<file path="src/rtl/udc_pkg.sv">
`timescale 1ns/1ps
package udc_pkg;

  typedef enum logic [1:0] {
    STEP_HOLD = 2'd0,
    STEP_INC  = 2'd1,
    STEP_DEC  = 2'd2
  } step_e;

  // Opposing events in one cycle cancel.
  function automatic step_e decode_step(input logic up_ev, input logic dn_ev);
    case ({up_ev, dn_ev})
      2'b10:   return STEP_INC;
      2'b01:   return STEP_DEC;
      default: return STEP_HOLD;
    endcase
  endfunction

endpackage

</file>
<file path="src/rtl/udc_sync_edge.sv">
`timescale 1ns/1ps
module udc_sync_edge #(
  parameter int   STAGES = 2,
  parameter logic IDLE   = 1'b1
) (
  input  logic clk,
  input  logic rst_n,
  input  logic din,
  output logic lvl,
  output logic rise
);

  localparam int DEPTH = STAGES + 1;

  logic [DEPTH-1:0] pipe_q;
  logic [DEPTH-1:0] pipe_d;

  always_comb begin
    pipe_d = {pipe_q[DEPTH-2:0], din};
  end

  always_ff @(posedge clk or negedge rst_n) begin
    if (!rst_n) begin
      pipe_q <= {DEPTH{IDLE}};
    end else begin
      pipe_q <= pipe_d;
    end
  end

  assign lvl  = pipe_q[STAGES-1];
  assign rise = pipe_q[STAGES-1] & ~pipe_q[STAGES];

  // an edge is reported for a single cycle only
  a_r4_rise_single: assert property (@(posedge clk) disable iff (!rst_n)
    rise |=> !rise);

endmodule

</file>
<file path="src/rtl/udc_count_core.sv">
`timescale 1ns/1ps
module udc_count_core
  import udc_pkg::*;
#(
  parameter int WIDTH = 4
) (
  input  logic             clk,
  input  logic             rst_n,
  input  logic             clr,
  input  logic             load_n,
  input  logic [WIDTH-1:0] load_val,
  input  logic             up_ev,
  input  logic             dn_ev,
  output logic [WIDTH-1:0] count_o
);

  logic [WIDTH-1:0] cnt_q;
  logic [WIDTH-1:0] cnt_d;
  logic             cnt_en;
  step_e            step;

  always_comb begin
    step   = decode_step(up_ev, dn_ev);
    cnt_en = 1'b1;
    cnt_d  = cnt_q;
    if (clr) begin
      cnt_d = '0;
    end else if (!load_n) begin
      cnt_d = load_val;
    end else begin
      case (step)
        STEP_INC: cnt_d = cnt_q + 1'b1;
        STEP_DEC: cnt_d = cnt_q - 1'b1;
        default:  cnt_en = 1'b0;
      endcase
    end
  end

  always_ff @(posedge clk or negedge rst_n) begin
    if (!rst_n) begin
      cnt_q <= '0;
    end else if (cnt_en) begin
      cnt_q <= cnt_d;
    end
  end

  // Clear and preset reach the output without waiting for a clock.
  always_comb begin
    if (clr) begin
      count_o = '0;
    end else if (!load_n) begin
      count_o = load_val;
    end else begin
      count_o = cnt_q;
    end
  end

  a_r2_clear_zero: assert property (@(posedge clk) disable iff (!rst_n)
    clr |=> cnt_q == '0);

  a_r3_preset_load: assert property (@(posedge clk) disable iff (!rst_n)
    (!clr && !load_n) |=> cnt_q == $past(load_val));

  a_r4_step_up: assert property (@(posedge clk) disable iff (!rst_n)
    (!clr && load_n && up_ev && !dn_ev) |=> cnt_q == WIDTH'($past(cnt_q) + 1'b1));

  a_r5_step_down: assert property (@(posedge clk) disable iff (!rst_n)
    (!clr && load_n && dn_ev && !up_ev) |=> cnt_q == WIDTH'($past(cnt_q) - 1'b1));

  a_r7_cancel: assert property (@(posedge clk) disable iff (!rst_n)
    (!clr && load_n && up_ev && dn_ev) |=> $stable(cnt_q));

endmodule

</file>
<file path="src/rtl/udc_term_flags.sv">
`timescale 1ns/1ps
module udc_term_flags #(
  parameter int WIDTH = 4
) (
  input  logic             clk,
  input  logic             rst_n,
  input  logic [WIDTH-1:0] count_i,
  input  logic             up_lvl,
  input  logic             dn_lvl,
  output logic             carry_n,
  output logic             borrow_n
);

  localparam logic [WIDTH-1:0] CNT_MAX = {WIDTH{1'b1}};
  localparam logic [WIDTH-1:0] CNT_MIN = '0;

  logic carry_d;
  logic borrow_d;

  always_comb begin
    carry_d  = ~((count_i == CNT_MAX) & ~up_lvl);
    borrow_d = ~((count_i == CNT_MIN) & ~dn_lvl);
  end

  always_ff @(posedge clk or negedge rst_n) begin
    if (!rst_n) begin
      carry_n  <= 1'b1;
      borrow_n <= 1'b1;
    end else begin
      carry_n  <= carry_d;
      borrow_n <= borrow_d;
    end
  end

  a_r8_carry_at_max: assert property (@(posedge clk) disable iff (!rst_n)
    !carry_n |-> $past(count_i) == CNT_MAX);

  a_r9_borrow_at_min: assert property (@(posedge clk) disable iff (!rst_n)
    !borrow_n |-> $past(count_i) == CNT_MIN);

  a_r8_r9_exclusive: assert property (@(posedge clk) disable iff (!rst_n)
    carry_n || borrow_n);

endmodule

</file>
<file path="src/rtl/updown_dual_counter.sv">
`timescale 1ns/1ps
module updown_dual_counter #(
  parameter int WIDTH       = 4,
  parameter int SYNC_STAGES = 2
) (
  input  logic             clk,
  input  logic             rst_n,
  input  logic             clr,
  input  logic             load_n,
  input  logic [WIDTH-1:0] load_val,
  input  logic             cnt_up,
  input  logic             cnt_dn,
  output logic [WIDTH-1:0] count,
  output logic             carry_n,
  output logic             borrow_n
);

  localparam int N_STROBES = 2;
  localparam int IDX_UP    = 0;
  localparam int IDX_DN    = 1;

  // Reset: asserted asynchronously, released on the clock.
  logic [1:0] rst_pipe_q;
  logic       rst_s_n;

  always_ff @(posedge clk or negedge rst_n) begin
    if (!rst_n) begin
      rst_pipe_q <= 2'b00;
    end else begin
      rst_pipe_q <= {rst_pipe_q[0], 1'b1};
    end
  end

  assign rst_s_n = rst_pipe_q[1];

  logic [N_STROBES-1:0] strobe_raw;
  logic [N_STROBES-1:0] strobe_lvl;
  logic [N_STROBES-1:0] strobe_rise;

  assign strobe_raw[IDX_UP] = cnt_up;
  assign strobe_raw[IDX_DN] = cnt_dn;

  for (genvar g = 0; g < N_STROBES; g++) begin : g_strobe
    udc_sync_edge #(
      .STAGES (SYNC_STAGES),
      .IDLE   (1'b1)
    ) u_sync (
      .clk   (clk),
      .rst_n (rst_s_n),
      .din   (strobe_raw[g]),
      .lvl   (strobe_lvl[g]),
      .rise  (strobe_rise[g])
    );
  end

  logic up_ev;
  logic dn_ev;

  assign up_ev = strobe_rise[IDX_UP] & strobe_lvl[IDX_DN];
  assign dn_ev = strobe_rise[IDX_DN] & strobe_lvl[IDX_UP];

  udc_count_core #(
    .WIDTH (WIDTH)
  ) u_core (
    .clk      (clk),
    .rst_n    (rst_s_n),
    .clr      (clr),
    .load_n   (load_n),
    .load_val (load_val),
    .up_ev    (up_ev),
    .dn_ev    (dn_ev),
    .count_o  (count)
  );

  udc_term_flags #(
    .WIDTH (WIDTH)
  ) u_flags (
    .clk      (clk),
    .rst_n    (rst_s_n),
    .count_i  (count),
    .up_lvl   (strobe_lvl[IDX_UP]),
    .dn_lvl   (strobe_lvl[IDX_DN]),
    .carry_n  (carry_n),
    .borrow_n (borrow_n)
  );

  // a count event needs the opposite strobe to be high already
  a_r6_gated_edge: assert property (@(posedge clk) disable iff (!rst_s_n)
    (strobe_rise[IDX_UP] && !strobe_lvl[IDX_DN] && !clr && load_n) |=> $stable(count));

endmodule

</file>
<file path="config.mk">
export PLATFORM = sky130hd
export DESIGN_NAME = updown_dual_counter
export DESIGN_NICKNAME = d
export VERILOG_FILES = /design/src/rtl/udc_pkg.sv /design/src/rtl/udc_sync_edge.sv /design/src/rtl/udc_count_core.sv /design/src/rtl/udc_term_flags.sv /design/src/rtl/updown_dual_counter.sv
export SDC_FILE = /design/constraint.sdc
export NUM_CORES = 1
export LEC_CHECK = 0
export CAP_MARGIN = 25
export CORE_MARGIN = 3
export CORE_UTILIZATION = 40
export CTS_BUF_LIST = sky130_fd_sc_hd__clkbuf_8
export DETAILED_ROUTE_END_ITERATION = 16
export PLACE_DENSITY_LB_ADDON = 0.2
export SYNTH_ARGS = -nofsm -noshare
export SYNTH_HDL_FRONTEND = slang
export SYNTH_SLANG_ARGS = --single-unit
export TNS_END_PERCENT = 100
</file>
<file path="constraint.sdc">
create_clock -name clk -period 1.14 [get_ports clk]
set_clock_uncertainty 0.15 [all_clocks]
set_input_delay 0.114 -clock clk [delete_from_list [all_inputs] [get_ports clk]]
set_output_delay 0.114 -clock clk [all_outputs]
set_load 0.02 [all_outputs]
</file>
==> results by group, run 1 <==
Outcome
  • Outcome: finished with violations
  • Failing checks: setup timing

Global routing
  • Antenna violations before repair: 0
  • Largest net degree at the start of global routing: 13
  • Number of global-route vias before repair: 690
  • Gr usage total: 0.182
  • First-pass GRT wire length: 3160 um
  • Remaining global-route overflow: 0

Logic synthesis
  • FF+latch count, synth: 14
  • EDFF count, synth: 0
  • Async SR Flop Fraction: 1.00
  • Post-synthesis simple-gate area fraction: 0.188
  • Most used flip-flop cell after synthesis: dfstp_2
  • Post-synth top area cell: dfstp_2
  • Post-synth net total: 80
  • Yosys warns: 0
  • Post-synthesis xor/xnor area fraction: 0.0358
  • Synth Area in Compound Gates: 0.118
  • Yosys cell types: 30
  • Average size of a mapped cell: 10.9 um2
  • Post-Syn Instances: between 60 and 70
  • Seq/Total Area, Yosys: 0.491
  • Mapped Area: around 730 um2
  • Largest family of logic cells by synthesized area: simple AND/OR/NAND/NOR gates
  • Synth area leaders: dfstp_2, dfrtp_1, mux2i_1
  • Yosys top cell area share: 0.287
  • Proportion of synthesized area in mux cells: 0.0546
  • Synth Area in Adders: 0.0512

Clocking
  • Worst skew pair latency: 0.25 ns
  • # H-tree levels: 1
  • TritonCTS clock tree: built
  • Root Buffer: clkbuf_8
  • Bufs on Longest Clock Path: 2
  • Clk sink count: 14
  • Clock Pin Slew Worst Setup and Hold Paths: around 0.06 ns
  • Num CTS Buffers: 3

Pwr
  • VDD IR max: 905 uV
  • Leak Pwr: 0.562 nW
  • Power per Cell Area: 1110 nW/um2

Timing
  • Tcrit/Tclk final: 2.13
  • Hold Slack: 0.0479 ns
  • Final Hold Viols: 0
  • Fmax: 412 MHz
  • RSZ-0062 raised after global routing: true
  • Final setup viols: 10
  • Worst setup margin: -1.29 ns
  • Final Critical Period: 2.43 ns
  • Slew Limit Fails: 0

Floorplanning
  • IO Count: 16
  • Core area: 1610 um2
  • Die Area: 2380 um2
  • Die Ht: 48.8 um
  • Rows: 14
  • Starting Density: 0.455
  • Die Width: 48.8 um

Hold path
  • Hold Crit Class: reg2async

Routing
  • Drt drc: 0
  • Vias/cell: ~5
  • Initial DRC count: 6
  • Drt pass-1 iters: 3
  • Avg WL per Cell: 15.4 um
  • Vias: 676
  • Final ANT Viol Nets: 0
  • Post-Route WL: 2070 um

Finish
  • Leading cell type in the layout, fill and taps excluded: buf_4
  • Finished Layout Cells: 134
  • Commonest non-fill, non-tap cells in the layout: buf_4, dfstp_2, clkdlybuf4s50_1, buf_6, dfrtp_1
  • Design area: between 1000 and 1500 um2
  • Layout net count: 124
  • Inserted Diodes: 0
  • Share of layout cells above drive strength 1: 0.564
  • Area grow syn2layout: 68.9%

Placed design
  • Dpl cells: ~120
  • DP HPWL: 1300 um
  • GPL Wtd Cong: roughly 0.78
  • Area after DPL: 1040 um2
  • IO buf count: 15

Run
  • Max Cap Violations: 0

Worst setup path
  • CP Capture Type: flip-flop
  • Worst reg2reg path endpoint: u_core.cnt_q[2]$_DFFE_PN0P_
  • Worst setup path start: g_strobe[1].u_sync.pipe_q[1]$_DFF_PN1_
  • CP max FO: 2
  • Critical path class: reg2reg
  • WP data required: 1.14 ns
  • Top cell family by delay on the critical path: simple AND/OR/NAND/NOR gates
  • Slowest stage cell, crit path: dfstp_2
  • Buf+Inv Stages, Crit Path: 0
  • Most frequent CP cell: xor2_1
  • CP max stage delay: between 0.5 and 0.6 ns
  • Reg2reg setup slack: -1.29 ns
  • R2r worst-path depth: 9
  • Crit-path cells: nand2_4, or2_4, ha_4, xor2_1, ha_1, a21oi_2, xor2_1, or3_1, a311oi_2
  • Arrival @ worst endpoint: ~2.4 ns
  • Critical Path End: u_core.cnt_q[2]$_DFFE_PN0P_
  • Worst R2R Start: g_strobe[1].u_sync.pipe_q[1]$_DFF_PN1_
  • Crit. path cell count: 9
  • Crit start category: flip-flop
-- cell usage after synthesis (all sizes together), types with 2 or more instances --
cell type  instances
a21oi              4
dfrtp              6
or3                2
nor2b              2
o21ai              2
a211oi             2
mux2i              4
nor2               6
ha                 3
xor2               2
dfstp              8
nand2              6
nand3b             2
buf                4
-- worst min-delay path by stage --
| stage | from | endpoint | slack [ns] | cells after the start |
|---|---|---|---|---|
| after floorplan | rst_n | rst_pipe_q[0]$_DFF_PN0_ | -0.33 | 0 |
| after detailed placement | rst_pipe_q[1]$_DFF_PN0_ | u_core.cnt_q[1]$_DFFE_PN0P_ | 0.05 | 0 |
| after CTS | rst_pipe_q[1]$_DFF_PN0_ | u_core.cnt_q[1]$_DFFE_PN0P_ | 0.06 | 0 |
| after global placement | rst_pipe_q[1]$_DFF_PN0_ | u_core.cnt_q[1]$_DFFE_PN0P_ | 0.05 | 0 |
| after global routing | rst_pipe_q[1]$_DFF_PN0_ | u_core.cnt_q[1]$_DFFE_PN0P_ | 0.08 | 0 |
| final | rst_pipe_q[1]$_DFF_PN0_ | u_core.cnt_q[1]$_DFFE_PN0P_ | 0.05 | 0 |
-- sequential cells by signal, summed over array words and instances, names as in the netlist --
| signal | count |
|---|---|
| u_flags.carry_n | 1 |
| rst_pipe_q | 2 |
| u_core.cnt_q | 4 |
| u_flags.borrow_n | 1 |
| g_strobe.u_sync.pipe_q | 6 |
-- through the flow --
stage / util / total power [mW] / TNS, ns / setup WS (ns)
floorplan: - / 0.699 / -3.47 / -1.13
global placement: 0.644 / 0.819 / -7.67 / -1.13
detailed placement: 0.644 / 0.830 / -8.14 / -1.26
CTS: 0.722 / 1.35 / -5.33 / -1.23
global route: 0.769 / 1.46 / -6.13 / -1.35
finish: 0.769 / 1.38 / -5.35 / -1.29
-- where the power goes --
| group | total (mW) | leakage, nW | internal [mW] | switching (mW) |
|---|---|---|---|---|
| Clock | 0.482 | 0.0288 | 0.306 | 0.176 |
| Sequential | 0.567 | 0.160 | 0.538 | 0.0290 |
| Combinational | 0.328 | 0.374 | 0.184 | 0.144 |
| Total | 1.38 | 0.562 | 1.03 | 0.349 |
-- timing repair --
item | in CTS | in global routing
setup buffers | 4 | 3
endpoints found under the hold margin | 2 | 0
endpoints found under the setup margin | 12 | 12
resized for setup | 43 | 11
pin swaps | 3 | 9
hold buffers | 1 | 0
-- layer usage --
layer | track usage | vias to the layer above | part of all wire
met1 | 0.207 | 329 | 0.39
met4 | 0.0711 | 0 | 0.038
met2 | 0.310 | 21 | 0.53
met5 | 0 | - | 0
met3 | 0.0642 | 8 | 0.048
li1 | - | 318 | -
-- kinds of logic (layout without fill, tap and decap cells) --
logic type	Yosys count	count (layout)
simple gates	26	26
flops	14	14
compound gates	12	12
mux	4	4
buf+inv	4	47
fa+ha+maj	3	3
xor+xnor	3	3
other cells	1	1
-- worst register-to-register path, delay by kind of cell (launching register included) --
kind	cells	cell delay, ns
DFF	1	0.57
adders and majority gates	2	0.36
and+or+nand+nor	3	0.65
xor gates and xnor gates	2	0.25
AOI/OAI and AO/OA	2	0.35
-- final cells by class --
type                       instances  area [um2]
timing repair buffer              43         369
clock buffer                       4        55.1
fill                             115         373
multi-input combinational         49         424
tap                               24        30.0
sequential                        14         360
Note: power is estimated with default switching activity, not from simulation.
==> inputs of run 2 (changes only) <==
- CAP_MARGIN: 25 -> default
- RECOVER_POWER: default -> 50
==> results by group, run 2 (synthesis results as in run 1) <==
Outcome
  • Outcome: finished with violations (unchanged)
  • Failing checks: setup timing (unchanged)

Routing
  • Vias/cell: 5.04 (unchanged)
  • Drt pass-1 iters: 3 (unchanged)
  • Avg WL per Cell: 15.4 um (unchanged)
  • Vias: 676 (unchanged)
  • Initial DRC count: 6 (unchanged)
  • Drt drc: 0 (unchanged)
  • Final ANT Viol Nets: 0 (unchanged)
  • Post-Route WL: 2070 um (unchanged)

Placed design
  • DP HPWL: 1300 um (unchanged)
  • IO buf count: 15 (unchanged)
  • Area after DPL: 1040 um2 (unchanged)
  • GPL Wtd Cong: 0.776 (unchanged)

Global routing
  • Antenna violations before repair: 0 (unchanged)
  • Largest net degree at the start of global routing: 13 (unchanged)
  • Remaining global-route overflow: 0 (unchanged)
  • Gr usage total: 0.182 (unchanged)
  • Number of global-route vias before repair: 690 (unchanged)
  • First-pass GRT wire length: 3160 um (unchanged)

Timing
  • RSZ-0062 raised after global routing: true (unchanged)
  • Final Hold Viols: 0 (unchanged)
  • Tcrit/Tclk final: 2.13 (unchanged)
  • Slew Limit Fails: 0 (unchanged)
  • Fmax: 412 MHz (unchanged)
  • Final Critical Period: 2.43 ns (unchanged)
  • Final setup viols: 10 (unchanged)
  • Hold Slack: 0.0479 ns (unchanged)
  • Worst setup margin: -1.29 ns (unchanged)

Worst setup path
  • Slowest stage cell, crit path: dfstp_2 (unchanged)
  • Buf+Inv Stages, Crit Path: 0 (unchanged)
  • WP data required: 1.14 ns (about the same)
  • Arrival @ worst endpoint: 2.43 ns (about the same)
  • Most frequent CP cell: xor2_1 (unchanged)
  • CP Capture Type: flip-flop (unchanged)
  • CP max FO: 2 (unchanged)
  • CP max stage delay: 0.57 ns (about the same)
  • Critical path class: reg2reg (unchanged)
  • Crit start category: flip-flop (unchanged)
  • Crit-path cells: nand2_4, or2_4, ha_4, xor2_1, ha_1, a21oi_2, xor2_1, or3_1, a311oi_2 (unchanged)
  • Top cell family by delay on the critical path: simple AND/OR/NAND/NOR gates (unchanged)

Finish
  • Design area: 1240 um2 (unchanged)
  • Fin util: 0.769 (unchanged)
  • Register area: 360 um2 (unchanged)
  • Biggest register: g_strobe.u_sync.pipe_q (unchanged)
  • Area grow syn2layout: 68.9% (unchanged)
  • Leading cell type in the layout, fill and taps excluded: buf_4 (unchanged)
  • Footprint of the multi-input gates: 424 um2 (unchanged)
  • Share of layout cells above drive strength 1: 0.564 (unchanged)
  • Inserted Diodes: 0 (unchanged)
  • Max reg flops: 6 (unchanged)
  • Commonest non-fill, non-tap cells in the layout: buf_4, dfstp_2, buf_6, dfrtp_1 (was buf_4, dfstp_2, clkdlybuf4s50_1, buf_6, dfrtp_1)
  • Fill count: 115 (unchanged)
  • Largest regs: g_strobe.u_sync.pipe_q x6, u_core.cnt_q x4, rst_pipe_q x2 (unchanged)
  • Layout net count: 124 (unchanged)

Floorplanning
  • Die Width: 48.8 um (unchanged)
  • Core area: 1610 um2 (unchanged)
  • IO Count: 16 (unchanged)
  • Die Ht: 48.8 um (unchanged)
  • Die Area: 2380 um2 (unchanged)
  • Rows: 14 (unchanged)
  • Starting Density: 0.455 (unchanged)

Hold path
  • Hold Crit Class: reg2async (unchanged)

Clocking
  • Root Buffer: clkbuf_8 (unchanged)
  • Clk sink count: 14 (unchanged)
  • Bufs on Longest Clock Path: 2 (unchanged)
  • Worst skew pair latency: 0.25 ns (about the same)
  • TritonCTS clock tree: built (unchanged)
  • Clock Pin Slew Worst Setup and Hold Paths: 0.06 ns (about the same)
  • Num CTS Buffers: 3 (unchanged)
  • # H-tree levels: 1 (unchanged)

Pwr
  • Power per Cell Area: 1110 nW/um2 (about the same)
  • VDD IR max: 902 uV (was 905 uV)
  • Leak Pwr: 0.563 nW (was 0.562 nW)

Run
  • Max Cap Violations: 0 (unchanged)
## run 2: cell count changes in the layout (fill, tap and decap cells not counted)
cell             before  now
clkdlybuf4s50_1       7    5
dlygate4sd3_1         1    3
## run 2: routing by layer
layer / part of all wire / GRT usage / wire, um
met5: 0 / 0 / 0
met4: 0.038 / 0.0711 / 78
met3: 0.048 / 0.0642 / 99
met2: 0.53 / 0.310 / 1090
met1: 0.39 / 0.207 / 801
## run 2: worst paths after layout
kind	startpoint	end	slack, ns	depth (start not counted)
setup reg to reg	g_strobe[1].u_sync.pipe_q[1]$_DFF_PN1_	u_core.cnt_q[2]$_DFFE_PN0P_	-1.29	9
setup / recovery	g_strobe[1].u_sync.pipe_q[1]$_DFF_PN1_	u_core.cnt_q[2]$_DFFE_PN0P_	-1.29	9
hold reg to reg	rst_pipe_q[1]$_DFF_PN0_	u_core.cnt_q[1]$_DFFE_PN0P_	0.05	0
max in group asynchronous	rst_n	rst_pipe_q[0]$_DFF_PN0_	0.30	2
hold / removal	rst_pipe_q[1]$_DFF_PN0_	u_core.cnt_q[1]$_DFFE_PN0P_	0.05	0
min in group clk	g_strobe[1].u_sync.pipe_q[0]$_DFF_PN1_	g_strobe[1].u_sync.pipe_q[1]$_DFF_PN1_	0.21	0
## run 2: final cells by class
class,instances,area share
clock buffer,4,0.0444
timing repair buffer,43,0.298
multi-input combinational,49,0.342
sequential,14,0.291
tap,24,0.0242
## run 2: timing repair
item	in CTS	in global routing
hold buffers	1	0
buffers inserted	4	3
hold endpoints to repair	2	0
pin swaps	3	9
gates resized for setup	43	11
endpoints found under the setup margin	12	12
## run 2: where the power goes
part / leakage [nW] / switching [mW] / internal (mW)
Combinational: 0.374 / 0.144 / 0.183
Clock: 0.0288 / 0.176 / 0.306
Sequential: 0.160 / 0.0290 / 0.538
Total: 0.563 / 0.349 / 1.03
## run 2: metrics by stage
stage               total power, mW  std cells  TNS (ns)  setup WS, ns
floorplan                     0.699         67     -3.47         -1.13
global placement              0.819        122     -7.67         -1.13
detailed placement            0.830        122     -8.14         -1.26
CTS                            1.35        131     -5.33         -1.23
global route                   1.46        134     -6.13         -1.35
finish                         1.38        134     -5.35         -1.29
==> inputs of run 3 (changes only) <==
- CELL_PAD_IN_SITES_DETAIL_PLACEMENT: default -> 0
- CELL_PAD_IN_SITES_GLOBAL_PLACEMENT: default -> 1
- CORE_UTILIZATION: 40 -> 39
==> results by group, run 3 (synthesis results as in run 1) <==
Outcome
  • Outcome: finished with violations (unchanged)
  • Failing checks: setup timing (unchanged)

Placed design
  • IO buf count: 15 (unchanged)
  • GPL Wtd Cong: 0.766 (was 0.776)
  • Dpl cells: 125 (was 122)
  • DP HPWL: 1220 um (was 1300 um)

Timing
  • Setup TNS: -5.21 ns (was -5.35 ns)
  • Final Critical Period: 2.32 ns (was 2.43 ns)
  • Worst rel slew slack: 0.666
  • Final setup viols: 10 (unchanged)
  • Slew Limit Fails: 0 (unchanged)
  • Worst setup margin: -1.18 ns (was -1.29 ns)
  • Final Hold Viols: 0 (unchanged)
  • RSZ-0062 raised after global routing: true (unchanged)
  • Fmax: 432 MHz (was 412 MHz)
  • Worst Max-Slew Pin Slew: 0.501 ns
  • Tcrit/Tclk final: 2.03 (was 2.13)

Global routing
  • Number of global-route vias before repair: 623 (was 690)
  • Antenna violations before repair: 0 (unchanged)
  • Largest net degree at the start of global routing: 13 (unchanged)
  • First-pass GRT wire length: 2960 um (was 3160 um)
  • Remaining global-route overflow: 0 (unchanged)
  • Gr usage total: 0.165 (was 0.182)

Routing
  • Met2 routed WL: 1000 um (was 1090 um)
  • Drt pass-1 iters: 5 (was 3)
  • Top sig layer: met4 (unchanged)
  • Final ANT Viol Nets: 0 (unchanged)
  • Initial DRC count: 6 (unchanged)
  • Drt drc: 0 (unchanged)
  • Vias: 686 (was 676)
  • Post-Route M1 WL: 790 um (was 801 um)
  • Vias/cell: 4.94 (was 5.04)
  • Avg WL per Cell: 13.6 um (was 15.4 um)
  • Met3 wire len: 83 um (was 99 um)
  • Post-Route WL: 1890 um (was 2070 um)

Pwr
  • Power per Cell Area: 1080 nW/um2 (was 1110 nW/um2)
  • VDD IR max: 704 uV (was 902 uV)
  • Leak Pwr: 0.581 nW (was 0.563 nW)

Run
  • Max Cap Violations: 0 (unchanged)

Worst setup path
  • Reg2reg setup slack: -1.18 ns (was -1.29 ns)
  • Worst setup path start: g_strobe[0].u_sync.pipe_q[1]$_DFF_PN1_ (was g_strobe[1].u_sync.pipe_q[1]$_DFF_PN1_)
  • Crit start category: flip-flop (unchanged)
  • CP Capture Type: flip-flop (unchanged)
  • Arrival @ worst endpoint: 2.32 ns (was 2.43 ns)
  • CP max stage delay: 0.54 ns (was 0.57 ns)
  • Crit-path cells: nand2_2, or2_4, ha_4, xor2_1, ha_1, a21oi_2, xor2_1, or3_1, a311oi_2 (was nand2_4, or2_4, ha_4, xor2_1, ha_1, a21oi_2, xor2_1, or3_1, a311oi_2)
  • WP data required: 1.15 ns (was 1.14 ns)
  • Worst reg2reg path endpoint: u_core.cnt_q[2]$_DFFE_PN0P_ (unchanged)
  • Slowest stage cell, crit path: dfstp_2 (unchanged)
  • Worst R2R Start: g_strobe[0].u_sync.pipe_q[1]$_DFF_PN1_ (was g_strobe[1].u_sync.pipe_q[1]$_DFF_PN1_)
  • Critical path class: reg2reg (unchanged)
  • R2r worst-path depth: 9 (unchanged)
  • Most frequent CP cell: xor2_1 (unchanged)
  • CP max FO: 2 (unchanged)

Finish
  • Share of layout cells above drive strength 1: 0.605 (was 0.564)
  • Area grow syn2layout: 76.1% (was 68.9%)
  • Layout net count: 128 (was 124)
  • Max reg flops: 6 (unchanged)
  • Largest regs: g_strobe.u_sync.pipe_q x6, u_core.cnt_q x4, rst_pipe_q x2 (unchanged)
  • Commonest non-fill, non-tap cells in the layout: buf_4, buf_6, dfstp_2 (was buf_4, dfstp_2, buf_6, dfrtp_1)
  • Finished Layout Cells: 139 (was 134)
  • Biggest register: g_strobe.u_sync.pipe_q (unchanged)
  • Inserted Diodes: 0 (unchanged)
  • Leading cell type in the layout, fill and taps excluded: buf_4 (unchanged)
  • Fill count: 136 (was 115)

Clocking
  • Clk sink count: 14 (unchanged)
  • Root Buffer: clkbuf_8 (unchanged)
  • Worst skew pair latency: 0.25 ns (about the same)
  • # H-tree levels: 1 (unchanged)
  • Num CTS Buffers: 3 (unchanged)
  • Clock Pin Slew Worst Setup and Hold Paths: 0.06 ns (about the same)
  • TritonCTS clock tree: built (unchanged)
  • Bufs on Longest Clock Path: 2 (unchanged)

Floorplanning
  • Rows: 15 (was 14)
  • Die Area: 2440 um2 (was 2380 um2)
  • Die Width: 49.4 um (was 48.8 um)
  • Die Ht: 49.4 um (was 48.8 um)
  • Core area: 1750 um2 (was 1610 um2)
  • IO Count: 16 (unchanged)
  • Starting Density: 0.420 (was 0.455)

Hold path
  • Hold Crit Class: reg2async (unchanged)
[run 3: metrics by stage]
stage / util / hold slack (ns) / total power [mW] / worst slack [ns] / cell area [um2]
6_report: 0.740 / 0.0554 / 1.40 / -1.18 / 1290
5_1_grt: 0.740 / 0.0935 / 1.47 / -1.29 / 1290
4_1_cts: 0.687 / 0.0687 / 1.36 / -1.15 / 1200
3_5_place_dp: 0.604 / 0.0579 / 0.833 / -1.18 / 1050
3_3_place_gp: 0.604 / 0.0461 / 0.829 / -1.13 / 1050
2_1_floorplan: - / -0.332 / 0.699 / -1.13 / 748
[run 3: area by class of cell]
cell class	instances	area [um2]	share of cell area
multi-input combinational	49	442	0.342
timing repair buffer	47	402	0.311
sequential	14	362	0.280
clock buffer	4	55.1	0.0426
tap	25	31.3	0.0242
[run 3: timing repair]
item / in CTS / in global routing
endpoints found under the setup margin: 12 / 12
hold buffers: 1 / 0
hold endpoints to repair: 2 / 0
pin swaps: 3 / 9
gates cloned: 0 / 0
buffers inserted: 4 / 6
resized for setup: 46 / 12
[run 3: power by group]
part / switching, mW / internal (mW) / total [mW]
sequential: 0.0284 / 0.538 / 0.566
combinational: 0.147 / 0.195 / 0.342
clock: 0.184 / 0.306 / 0.490
[run 3: worst max-delay path by stage]
stage                                              to  slack, ns  depth (start not counted)
after floorplan           u_core.cnt_q[2]$_DFFE_PN0P_      -1.13                          9
after global placement    u_core.cnt_q[2]$_DFFE_PN0P_      -1.13                          9
after global routing      u_core.cnt_q[2]$_DFFE_PN0P_      -1.29                         10
after detailed placement  u_core.cnt_q[2]$_DFFE_PN0P_      -1.18                          9
final                     u_core.cnt_q[2]$_DFFE_PN0P_      -1.18                          9
after CTS                 u_core.cnt_q[2]$_DFFE_PN0P_      -1.15                          9
[run 3: routing by layer]
| metal | vias up | track usage |
|---|---|---|
| li1 | 332 | - |
| met1 | 329 | 0.215 |
| met2 | 21 | 0.259 |
| met3 | 4 | 0.0367 |
| met4 | 0 | 0.0711 |
| met5 | - | 0 |
[run 3: critical path, delay by kind of cell, from the launching register on]
| family | cells | cell delay [ns] |
|---|---|---|
| AOI/OAI and AO/OA | 2 | 0.31 |
| xor gates and xnor gates | 2 | 0.25 |
| DFF | 1 | 0.54 |
| and+or+nand+nor | 3 | 0.63 |
| adders and majority gates | 2 | 0.35 |
